--- src/rtl/phu_pkg.sv ---
// Shared types for the hazard/forwarding unit.
// Assumes a register tag of one file bit above an index field.
package phu_pkg;
    typedef enum logic [1:0] {
        FWD_RF  = 2'd0,
        FWD_MEM = 2'd1,
        FWD_WB  = 2'd2
    } fwd_sel_e;
endpackage

--- src/rtl/phu_tag_match.sv ---
// Single producer/consumer comparison.
// Assumes tag 0 is the hard-wired integer zero register and never a real producer.
module phu_tag_match #(
    parameter int IDX_W = 5
) (
    input  logic [IDX_W:0] src,
    input  logic           src_used,
    input  logic [IDX_W:0] dst,
    input  logic           dst_wr,
    output logic           hit
);
    // Equal full tags from a writing producer, excluding integer register zero.
    always_comb hit = src_used && dst_wr && (src == dst) && (dst != '0);
endmodule

--- src/rtl/phu_fwd_ex.sv ---
// Execute-stage operand select for one operand.
// Assumes a memory-stage load never feeds execute directly (interlock prevents it).
module phu_fwd_ex #(
    parameter int IDX_W = 5
) (
    input  logic [IDX_W:0] src,
    input  logic           src_used,
    input  logic [IDX_W:0] mem_dst,
    input  logic           mem_wen,
    input  logic           mem_load,
    input  logic [IDX_W:0] wb_dst,
    input  logic           wb_wen,
    output logic [1:0]     sel
);
    import phu_pkg::*;

    logic mem_hit;
    logic wb_hit;

    phu_tag_match #(.IDX_W(IDX_W)) u_mem (
        .src(src), .src_used(src_used), .dst(mem_dst),
        .dst_wr(mem_wen && !mem_load), .hit(mem_hit)
    );

    phu_tag_match #(.IDX_W(IDX_W)) u_wb (
        .src(src), .src_used(src_used), .dst(wb_dst),
        .dst_wr(wb_wen), .hit(wb_hit)
    );

    // Youngest producer first: memory stage beats writeback.
    always_comb begin
        fwd_sel_e s;
        if (mem_hit)     s = FWD_MEM;
        else if (wb_hit) s = FWD_WB;
        else             s = FWD_RF;
        sel = s;
    end
endmodule

--- src/rtl/phu_stall_ctl.sv ---
// Decode-stage interlock, decode bypass select and fetch/decode flush.
// Assumes branch compare reads operands in decode, and writeback lands before reads.
module phu_stall_ctl #(
    parameter int IDX_W    = 5,
    parameter int NUM_PEND = 4
) (
    input  logic [IDX_W:0]                id_src_a,
    input  logic [IDX_W:0]                id_src_b,
    input  logic                          id_use_a,
    input  logic                          id_use_b,
    input  logic                          id_branch,
    input  logic                          br_taken,
    input  logic [IDX_W:0]                ex_dst,
    input  logic                          ex_wen,
    input  logic                          ex_load,
    input  logic [IDX_W:0]                mem_dst,
    input  logic                          mem_wen,
    input  logic                          mem_load,
    input  logic [NUM_PEND-1:0]           pend_vld,
    input  logic [NUM_PEND*(IDX_W+1)-1:0] pend_dst,
    output logic                          stall,
    output logic                          fwd_id_a,
    output logic                          fwd_id_b,
    output logic                          flush
);
    localparam int TAG_W = IDX_W + 1;

    logic [1:0][TAG_W-1:0]    src_v;
    logic [1:0]               use_v;
    logic [1:0]               ex_ld_hit;
    logic [1:0]               ex_any_hit;
    logic [1:0]               mem_ld_hit;
    logic [1:0]               mem_alu_hit;
    logic [1:0][NUM_PEND-1:0] pend_bits;
    logic [1:0]               op_stall;

    // Gather both decode operands for the per-operand generate.
    always_comb begin
        src_v[0] = id_src_a;
        src_v[1] = id_src_b;
        use_v[0] = id_use_a;
        use_v[1] = id_use_b;
    end

    for (genvar g = 0; g < 2; g++) begin : g_op
        phu_tag_match #(.IDX_W(IDX_W)) u_ex_ld (
            .src(src_v[g]), .src_used(use_v[g]), .dst(ex_dst),
            .dst_wr(ex_wen && ex_load), .hit(ex_ld_hit[g])
        );
        phu_tag_match #(.IDX_W(IDX_W)) u_ex_any (
            .src(src_v[g]), .src_used(use_v[g]), .dst(ex_dst),
            .dst_wr(ex_wen), .hit(ex_any_hit[g])
        );
        phu_tag_match #(.IDX_W(IDX_W)) u_mem_ld (
            .src(src_v[g]), .src_used(use_v[g]), .dst(mem_dst),
            .dst_wr(mem_wen && mem_load), .hit(mem_ld_hit[g])
        );
        phu_tag_match #(.IDX_W(IDX_W)) u_mem_alu (
            .src(src_v[g]), .src_used(use_v[g]), .dst(mem_dst),
            .dst_wr(mem_wen && !mem_load), .hit(mem_alu_hit[g])
        );
        for (genvar p = 0; p < NUM_PEND; p++) begin : g_pend
            phu_tag_match #(.IDX_W(IDX_W)) u_pend (
                .src(src_v[g]), .src_used(use_v[g]),
                .dst(pend_dst[p*TAG_W +: TAG_W]),
                .dst_wr(pend_vld[p]), .hit(pend_bits[g][p])
            );
        end

        // Per-operand interlock: load-use, branch on execute or memory load, FP in flight.
        always_comb op_stall[g] = ex_ld_hit[g]
                               || (id_branch && ex_any_hit[g])
                               || (id_branch && mem_ld_hit[g])
                               || (|pend_bits[g]);
    end

    // Combine operands into the stall, the decode bypass and the flush.
    always_comb begin
        stall    = |op_stall;
        fwd_id_a = mem_alu_hit[0];
        fwd_id_b = mem_alu_hit[1];
        flush    = br_taken && !stall;
    end
endmodule

--- src/rtl/phu_exc_flag.sv ---
// Sticky exception indicator; the unit only records, never handles.
// Assumes exc_in is a clean level sampled on the rising edge.
module phu_exc_flag (
    input  logic clk,
    input  logic rst_n,
    input  logic exc_in,
    output logic flag
);
    // Set on any sampled exception, clear only on reset.
    always_ff @(posedge clk) begin
        if (!rst_n)      flag <= 1'b0;
        else if (exc_in) flag <= 1'b1;
    end
endmodule

--- src/rtl/pipe_hazard_unit.sv ---
// Top of the hazard/forwarding control: execute bypass selects, decode
// bypass and interlock, flush, and the exception flag.
// Assumes descriptors of each stage are valid for the whole cycle.
module pipe_hazard_unit #(
    parameter int IDX_W    = 5,
    parameter int NUM_PEND = 4
) (
    input  logic                          clk,
    input  logic                          rst_n,
    input  logic [IDX_W:0]                id_src_a,
    input  logic [IDX_W:0]                id_src_b,
    input  logic                          id_use_a,
    input  logic                          id_use_b,
    input  logic                          id_branch,
    input  logic                          br_taken,
    input  logic [IDX_W:0]                ex_src_a,
    input  logic [IDX_W:0]                ex_src_b,
    input  logic                          ex_use_a,
    input  logic                          ex_use_b,
    input  logic [IDX_W:0]                ex_dst,
    input  logic                          ex_wen,
    input  logic                          ex_load,
    input  logic [IDX_W:0]                mem_dst,
    input  logic                          mem_wen,
    input  logic                          mem_load,
    input  logic [IDX_W:0]                wb_dst,
    input  logic                          wb_wen,
    input  logic [NUM_PEND-1:0]           fp_pend_vld,
    input  logic [NUM_PEND*(IDX_W+1)-1:0] fp_pend_dst,
    input  logic                          exc_in,
    output logic [1:0]                    fwd_ex_a,
    output logic [1:0]                    fwd_ex_b,
    output logic                          fwd_id_a,
    output logic                          fwd_id_b,
    output logic                          stall_pc,
    output logic                          stall_ifid,
    output logic                          bubble_idex,
    output logic                          flush_ifid,
    output logic                          exc_flag
);
    logic stall;

    phu_fwd_ex #(.IDX_W(IDX_W)) u_fwd_a (
        .src(ex_src_a), .src_used(ex_use_a),
        .mem_dst(mem_dst), .mem_wen(mem_wen), .mem_load(mem_load),
        .wb_dst(wb_dst), .wb_wen(wb_wen), .sel(fwd_ex_a)
    );

    phu_fwd_ex #(.IDX_W(IDX_W)) u_fwd_b (
        .src(ex_src_b), .src_used(ex_use_b),
        .mem_dst(mem_dst), .mem_wen(mem_wen), .mem_load(mem_load),
        .wb_dst(wb_dst), .wb_wen(wb_wen), .sel(fwd_ex_b)
    );

    phu_stall_ctl #(.IDX_W(IDX_W), .NUM_PEND(NUM_PEND)) u_stall (
        .id_src_a(id_src_a), .id_src_b(id_src_b),
        .id_use_a(id_use_a), .id_use_b(id_use_b),
        .id_branch(id_branch), .br_taken(br_taken),
        .ex_dst(ex_dst), .ex_wen(ex_wen), .ex_load(ex_load),
        .mem_dst(mem_dst), .mem_wen(mem_wen), .mem_load(mem_load),
        .pend_vld(fp_pend_vld), .pend_dst(fp_pend_dst),
        .stall(stall), .fwd_id_a(fwd_id_a), .fwd_id_b(fwd_id_b),
        .flush(flush_ifid)
    );

    phu_exc_flag u_exc (
        .clk(clk), .rst_n(rst_n), .exc_in(exc_in), .flag(exc_flag)
    );

    // One stall drives all three freeze/bubble controls.
    always_comb begin
        stall_pc    = stall;
        stall_ifid  = stall;
        bubble_idex = stall;
    end
endmodule

--- config.mk ---
export PLATFORM = sky130hd
export DESIGN_NAME = pipe_hazard_unit
export DESIGN_NICKNAME = d
export VERILOG_FILES = /design/src/rtl/phu_pkg.sv /design/src/rtl/phu_tag_match.sv /design/src/rtl/phu_fwd_ex.sv /design/src/rtl/phu_stall_ctl.sv /design/src/rtl/phu_exc_flag.sv /design/src/rtl/pipe_hazard_unit.sv
export SDC_FILE = /design/constraint.sdc
export NUM_CORES = 1
export LEC_CHECK = 0
export ABC_AREA = 1
export BUFFER_PORTS_ARGS = -buffer_cell sky130_fd_sc_hd__buf_2
export CAP_MARGIN = 10
export CORE_MARGIN = 3
export CORE_UTILIZATION = 35
export DETAILED_ROUTE_END_ITERATION = 10
export GPL_ROUTABILITY_DRIVEN = 0
export SETUP_SLACK_MARGIN = 0.5
export SLEW_MARGIN = 0
export SYNTH_ARGS = -nofsm -noshare
export SYNTH_HDL_FRONTEND = slang
export SYNTH_SLANG_ARGS = --single-unit
--- constraint.sdc ---
create_clock -name clk -period 3.1 [get_ports clk]
set_clock_uncertainty 0.1 [all_clocks]
set_input_delay 0.93 -clock clk [delete_from_list [all_inputs] [get_ports clk]]
set_output_delay 0.93 -clock clk [all_outputs]
set_load 0.01 [all_outputs]
==> run summary, run 1 <==
HPWL Detailed: 6960 µm
drt drc: 0
Setup Viol. Count Final: 0
Post-Syn Instances: 437
die width: 81.1 µm
number of global-route vias before repair: 2857
GRT Overall Usage: 25.8%
Rows: 26
drt total wl: 8880 µm
Req. time, crit path: 2070 ps
sequential cell area: 20.0 µm²
CP endpoint kind: primary output
#FFs+latches synth: 1
status: completed
Layout Area Growth over Synthesis: 66.8%
CP Launch Point: id_src_b[5]
Yosys top cell by area: nand2_1
Critical Path, Cell by Cell: buf_12 -> buf_8 -> nand2_4 -> o21ai_2 -> nor3_2 -> nand2_1 -> nand2_2 -> nor2_4 -> nand3_4 -> nor2_4 -> buf_6
Avg Cell Area, Syn: 4.51 µm²
grt total ovfl: 0
crit path to: flush_ifid
Reg-to-Reg Start: u_exc.flag$_SDFFE_PN0P_
First-pass DRT Iterations: 5
max reg flops: 1
commonest non-fill, non-tap cell in the layout: nand2_1
PwrDens: 137 nW/µm²
Final Hold Vio Count: 0
RSZ-0062 raised after global routing: true
leakage power: 0.00178 µW
Synth area leaders: nand2_1 (33%), nor2_1 (13%), nand3_1 (9.1%), inv_1 (9.1%), xnor2_1 (4.4%)
post-synthesis cell type count: 31
mapped cell area: 1970 µm²
fin. max-slew vios: 0
Core Area: 5270 µm²
DR WL met2: 4070 µm
Final #Nets: 634
Worst setup SP type: input pin
Worst path max stage delay: 260 ps
multi-input logic area: 1950 µm²
R2R setup slack: 2430 ps
sum of negative setup slack: 0 ps
worst hold stages: 1
Die Y: 81.1 µm
Final period util: 99.9%
PortBufs: 94
Finished Core Util: 62.4%
Worst R2R Path Depth: 1
Via Count: 3200
Initial DRC Count: 291
family with the most delay on the worst path: simple AND/OR/NAND/NOR gates
max frequency: 323 MHz
DR WL/cell: 14.4 µm
clock latency on the worst-skew pair: 0 ps
Crit path depth: 11
Antenna Nets Post-Route: 0
Ports: 95
Yosys top cell area share: 33.1%
worst reg2reg endpoint: u_exc.flag$_SDFFE_PN0P_
initial antenna violation count: 0
YS warnings: 0
sequential share of the synthesized area: 1.02%
Max VDD drop: 0.0000826 V
most frequent cells in the layout: nand2_1 (155), buf_2 (67), nor2_1 (48)
CP Max Fanout: 5
min-delay worst type: reg -> reg
most flop-heavy register: u_exc.flag
maxcap violations: 0
Diodes inserted: 0
share of cells above drive strength 1: 39.6%
Via density: 5.18
top routing layer in use: met4
Hold Buf Count CTS: 0
met3 WL: 827 µm
Worst path slowest cell: nor3_2
Relative slew margins: 80.8%
Die Area: 6570 µm²
Slew @ Worst Pin: 285 ps
Clk pin slew, worst setup/hold paths: 0 ps
FILL cells: 533
Mapped Nets: 521
pin count of the biggest net entering global routing: 9
met1 wire length: 3850 µm
CP bufs+invs: 3
Largest regs: u_exc.flag x1
Initial Util: 37.4%
CP dominant cell by count: nor2_4
arrival time worst endpoint: 2070 ps
minimum clock period: 3100 ps
first-pass GRT wire length: 13600 µm
Setup Crit Path Kind: in -> out
[layer usage]
layer / vias to the layer above / track usage (%)
li1: 1589 / -
met1: 1406 / 38.0
met2: 184 / 41.5
met3: 21 / 1.66
met4: 0 / 4.22
met5: - / 0
[power breakdown]
group	total [µW]	internal [µW]	switching (µW)
combinational	437	193	244
clock	0	0	0
sequential	14.5	14.1	0.405
[worst min-delay path by stage]
| stage | to | startpoint | slack [ps] |
|---|---|---|---|
| 2_1_floorplan | u_exc.flag$_SDFFE_PN0P_ | u_exc.flag$_SDFFE_PN0P_ | 410 |
| 3_3_place_gp | u_exc.flag$_SDFFE_PN0P_ | u_exc.flag$_SDFFE_PN0P_ | 350 |
| 3_5_place_dp | u_exc.flag$_SDFFE_PN0P_ | u_exc.flag$_SDFFE_PN0P_ | 360 |
| 4_1_cts | u_exc.flag$_SDFFE_PN0P_ | u_exc.flag$_SDFFE_PN0P_ | 360 |
| 5_1_grt | u_exc.flag$_SDFFE_PN0P_ | u_exc.flag$_SDFFE_PN0P_ | 390 |
| 6_report | u_exc.flag$_SDFFE_PN0P_ | u_exc.flag$_SDFFE_PN0P_ | 350 |
[what timing repair did]
action	CTS	global route
pin swaps	44	33
gates resized for setup	109	61
setup buffers	6	1
endpoints found under the setup margin	10	10
[layout make-up]
cell class | instances | area share (%)
timing repair buffer | 123 | 28.5
tap | 70 | 2.66
multi-input combinational | 360 | 59.1
inverter | 64 | 9.13
sequential | 1 | 0.609
[stage by stage]
step / hold WS [ps] / total power (µW) / setup slack [ps] / cells / instance area (µm²)
2_1_floorplan: 409 / 207 / 211 / 437 / 2070
3_3_place_gp: 347 / 355 / -210 / 611 / 2690
5_1_grt: 387 / 491 / -44.9 / 618 / 3290
6_report: 353 / 452 / 3.63 / 618 / 3290
3_5_place_dp: 358 / 357 / -162 / 611 / 2690
4_1_cts: 358 / 411 / 48.7 / 617 / 3070
[Yosys cell counts (all sizes together)]
cell	number
nand2	174
nand4	9
o22ai	4
o21ai	11
inv	64
o21a	1
buf	12
nor3b	1
o2111ai	1
nor3	9
o221ai	1
nor4b	1
dfxtp	1
a21boi	1
nand3b	3
xor2	7
o211ai	1
a221oi	1
xnor2	10
nand3	38
or2	7
nor4	4
a21oi	7
nor2	69
[kinds of logic (layout without fill, tap and decap cells)]
| logic type | Yosys count | in the layout | share of synthesized area [%] |
|---|---|---|---|
| and+or+nand+nor | 315 | 315 | 67.4 |
| buffers and inverters | 76 | 187 | 15.7 |
| AOI/OAI and AO/OA | 28 | 28 | 8.31 |
| xor gates and xnor gates | 17 | 17 | 7.55 |
| DFF | 1 | 1 | 1.02 |
No activity file was read; power rests on OpenSTA's default activity.
==> inputs of run 2 (changes only) <==
- ABC_AREA: 1 -> not set
- CORE_MARGIN: 3 -> 1.5
- HOLD_SLACK_MARGIN: not set -> 0.02
- PLACE_DENSITY: not set -> 0.68
==> run 2 against run 1 <==
  * Sequential cell count unchanged
  * Largest cell class unchanged
  * Register-to-register slack about the same
  * Combinational power is 11% lower
  * Sequential share of layout area up 0.15 points
  * Global-route usage shrank 2.0 points
  * Wire length down 38%
  * First-iteration DRC count down 78%
  * Core utilization rose by 3.9 points
  * Setup slack got worse by 400 ps
  * The flow now finishes with violations (setup timing)
  * Synthesized cell count fell by 55%
  * Area after synthesis fell by 26%
  * Critical path type unchanged
  * Via count decreased by 41%
==> run summary, run 2 <==
status: finished with violations
pin count of the biggest net entering global routing: 7 (-2)
Diodes inserted: 0 (unchanged)
PortBufs: 94 (unchanged)
#FFs+latches synth: 1 (unchanged)
Post-synth EDFFs: 0 (unchanged)
Slew @ Worst Pin: 601 ps (+316 ps)
pre-CTS WS: -481 ps (-319 ps)
Final Hold Vio Count: 0 (unchanged)
Synth Flop Type: dfxtp_1
Via density: 5.25 (+1.4%)
most frequent cells in the layout: buf_2 (77), xnor2_1 (76), buf_4 (36)
failing checks: setup timing
fin. max-slew vios: 0 (unchanged)
commonest cells in the netlist: xnor2_1 (94), nand3_1 (17), nand4_1 (16)
DR WL/cell: 15.4 µm (+7.4%)
Worst setup SP type: input pin
# placed instances: 357 (-42%)
Critical Path, Cell by Cell: buf_6 -> or4_4 -> o31ai_4 -> nor3_1 -> nor4_2 -> and4_1 -> buf_2
post-route insts no fill: 359 (-42%)
R2R setup slack: 2430 ps (about the same)
Final #Nets: 395 (-38%)
Clk pin slew, worst setup/hold paths: 0 ps (unchanged)
Worst path max stage delay: 530 ps (+270 ps)
design area: 2650 µm² (-19%)
minimum clock period: 3490 ps (+398 ps)
Mapped Nets: 279 (-46%)
drt total wl: 5550 µm (-38%)
first-pass GRT wire length: 8390 µm (-38%)
arrival time worst endpoint: 2460 ps (+390 ps)
Die Y: 67.5 µm (-17%)
placed inst area: 2330 µm² (-13%)
DR WL met2: 2970 µm (-27%)
family with the most delay on the worst path: simple AND/OR/NAND/NOR gates
Req. time, crit path: 2070 ps (about the same)
sum of negative setup slack: -1460 ps (-1460 ps)
mapped cell area: 1460 µm² (-26%)
CP bufs+invs: 2 (-1)
min-delay worst type: reg -> reg
maxcap violations: 0 (unchanged)
YS warnings: 0 (unchanged)
met3 WL: 262 µm (-68%)
GRT Overall Usage: 23.8% (-2.0 points)
Synth area leaders: xnor2_1 (57%), nand4_1 (6.9%), nand3_1 (5.8%), o31ai_4 (4.4%), nor4_1 (4.3%)
Yosys top cell area share: 56.5% (+23 points)
PwrDens: 152 nW/µm² (+10%)
First-pass DRT Iterations: 4 (-1)
top routing layer in use: met4
post-synthesis cell type count: 25 (-19%)
Die Area: 4560 µm² (-31%)
Final period util: 113% (+13 points)
Yosys top cell by area: xnor2_1
leakage power: 0.00109 µW (-39%)
Setup Viol. Count Final: 4 (+4)
Post-synth ARST share: 0% (unchanged)
sequential share of the synthesized area: 1.37% (+0.36 points)
clock latency on the worst-skew pair: 0 ps (unchanged)
Final WS setup: -395 ps (-398 ps)
Post-Syn Instances: 195 (-55%)
RSZ-0062 raised after global routing: true
Initial DRC Count: 63 (-78%)
commonest non-fill, non-tap cell in the layout: buf_2
initial antenna violation count: 0 (unchanged)
HPWL Detailed: 4340 µm (-38%)
Setup Crit Path Kind: in -> out
Largest regs: u_exc.flag x1
die width: 67.5 µm (-17%)
Via Count: 1885 (-41%)
met1 wire length: 2150 µm (-44%)
share of cells above drive strength 1: 57.3% (+18 points)
Ports: 95 (unchanged)
Layout Area Growth over Synthesis: 82.0%
Core Area: 4000 µm² (-24%)
Initial Util: 36.4% (-1.0 points)
Rows: 23 (-12%)
Finished Core Util: 66.3% (+3.9 points)
Antenna Nets Post-Route: 0 (unchanged)
Max VDD drop: 0.0000676 V (-18%)
max frequency: 286 MHz (-11%)
CP Max Fanout: 2 (-3)
max reg flops: 1 (unchanged)
CP endpoint kind: primary output
Avg Cell Area, Syn: 7.47 µm² (+66%)
Worst path slowest cell: or4_4
most flop-heavy register: u_exc.flag
number of global-route vias before repair: 1857 (-35%)
Relative slew margins: 59.5% (-21 points)
drt drc: 0 (unchanged)
top-count cell post-synth: xnor2_1
grt total ovfl: 0 (unchanged)
## run 2: cell types whose count changed after synthesis, sizes merged, moves of 5 or more
| cell | delta |
|---|---|
| xnor2 | +84 |
| o21ai | -10 |
| clkbuf | +14 |
| nor4 | +6 |
| inv | -64 |
| or2 | -7 |
| nand4 | +7 |
| a21oi | -6 |
| nand2 | -171 |
| nand3 | -21 |
| nor2 | -64 |
| xor2 | -5 |
## run 2: area by class of cell
type / instances / area, µm²
Fill cell: 321 / 1350
Multi-Input combinational cell: 172 / 1600
Sequential cell: 1 / 20.0
Tap cell: 50 / 62.6
Timing Repair Buffer: 136 / 966
## run 2: report_power, final
part           switching, µW  internal (µW)  leakage, µW
Combinational            173            215      0.00108
Clock                      0              0            0
Sequential             0.384           14.1   0.00000839
## run 2: metrics by stage
step | hold WS [ps] | power [µW]
after detailed placement | 358 | 351
after global routing | 384 | 430
final | 349 | 402
after floorplan | 409 | 225
after global placement | 345 | 345
after CTS | 352 | 381
## run 2: what timing repair did
item	4_1_cts	5_1_grt
gates cloned	0	0
buffers inserted	2	0
pin swaps	18	14
hold buffers	0	0
gates resized for setup	40	26
endpoints found under the setup margin	10	10
## run 2: worst paths after layout
path	startpoint	endpoint	cells past startpoint
worst min-delay path	u_exc.flag$_SDFFE_PN0P_	u_exc.flag$_SDFFE_PN0P_	1
worst min register to register	u_exc.flag$_SDFFE_PN0P_	u_exc.flag$_SDFFE_PN0P_	1
worst max register to register	u_exc.flag$_SDFFE_PN0P_	u_exc.flag$_SDFFE_PN0P_	1
worst max-delay path	fp_pend_dst[12]	flush_ifid	7
## run 2: kinds of logic after synthesis
group	after synthesis	synth area share [%]
AOI/OAI and AO/OA	11	8.16
xor gates and xnor gates	96	57.7
buffers and inverters	22	6.96
DFF	1	1.37
and+or+nand+nor	65	25.8
## run 2: routing by layer
layer	vias up	track usage (%)
li1	912	-
met1	886	27.8
met2	71	46.2
met3	16	0.833
met4	0	7.14
met5	-	0
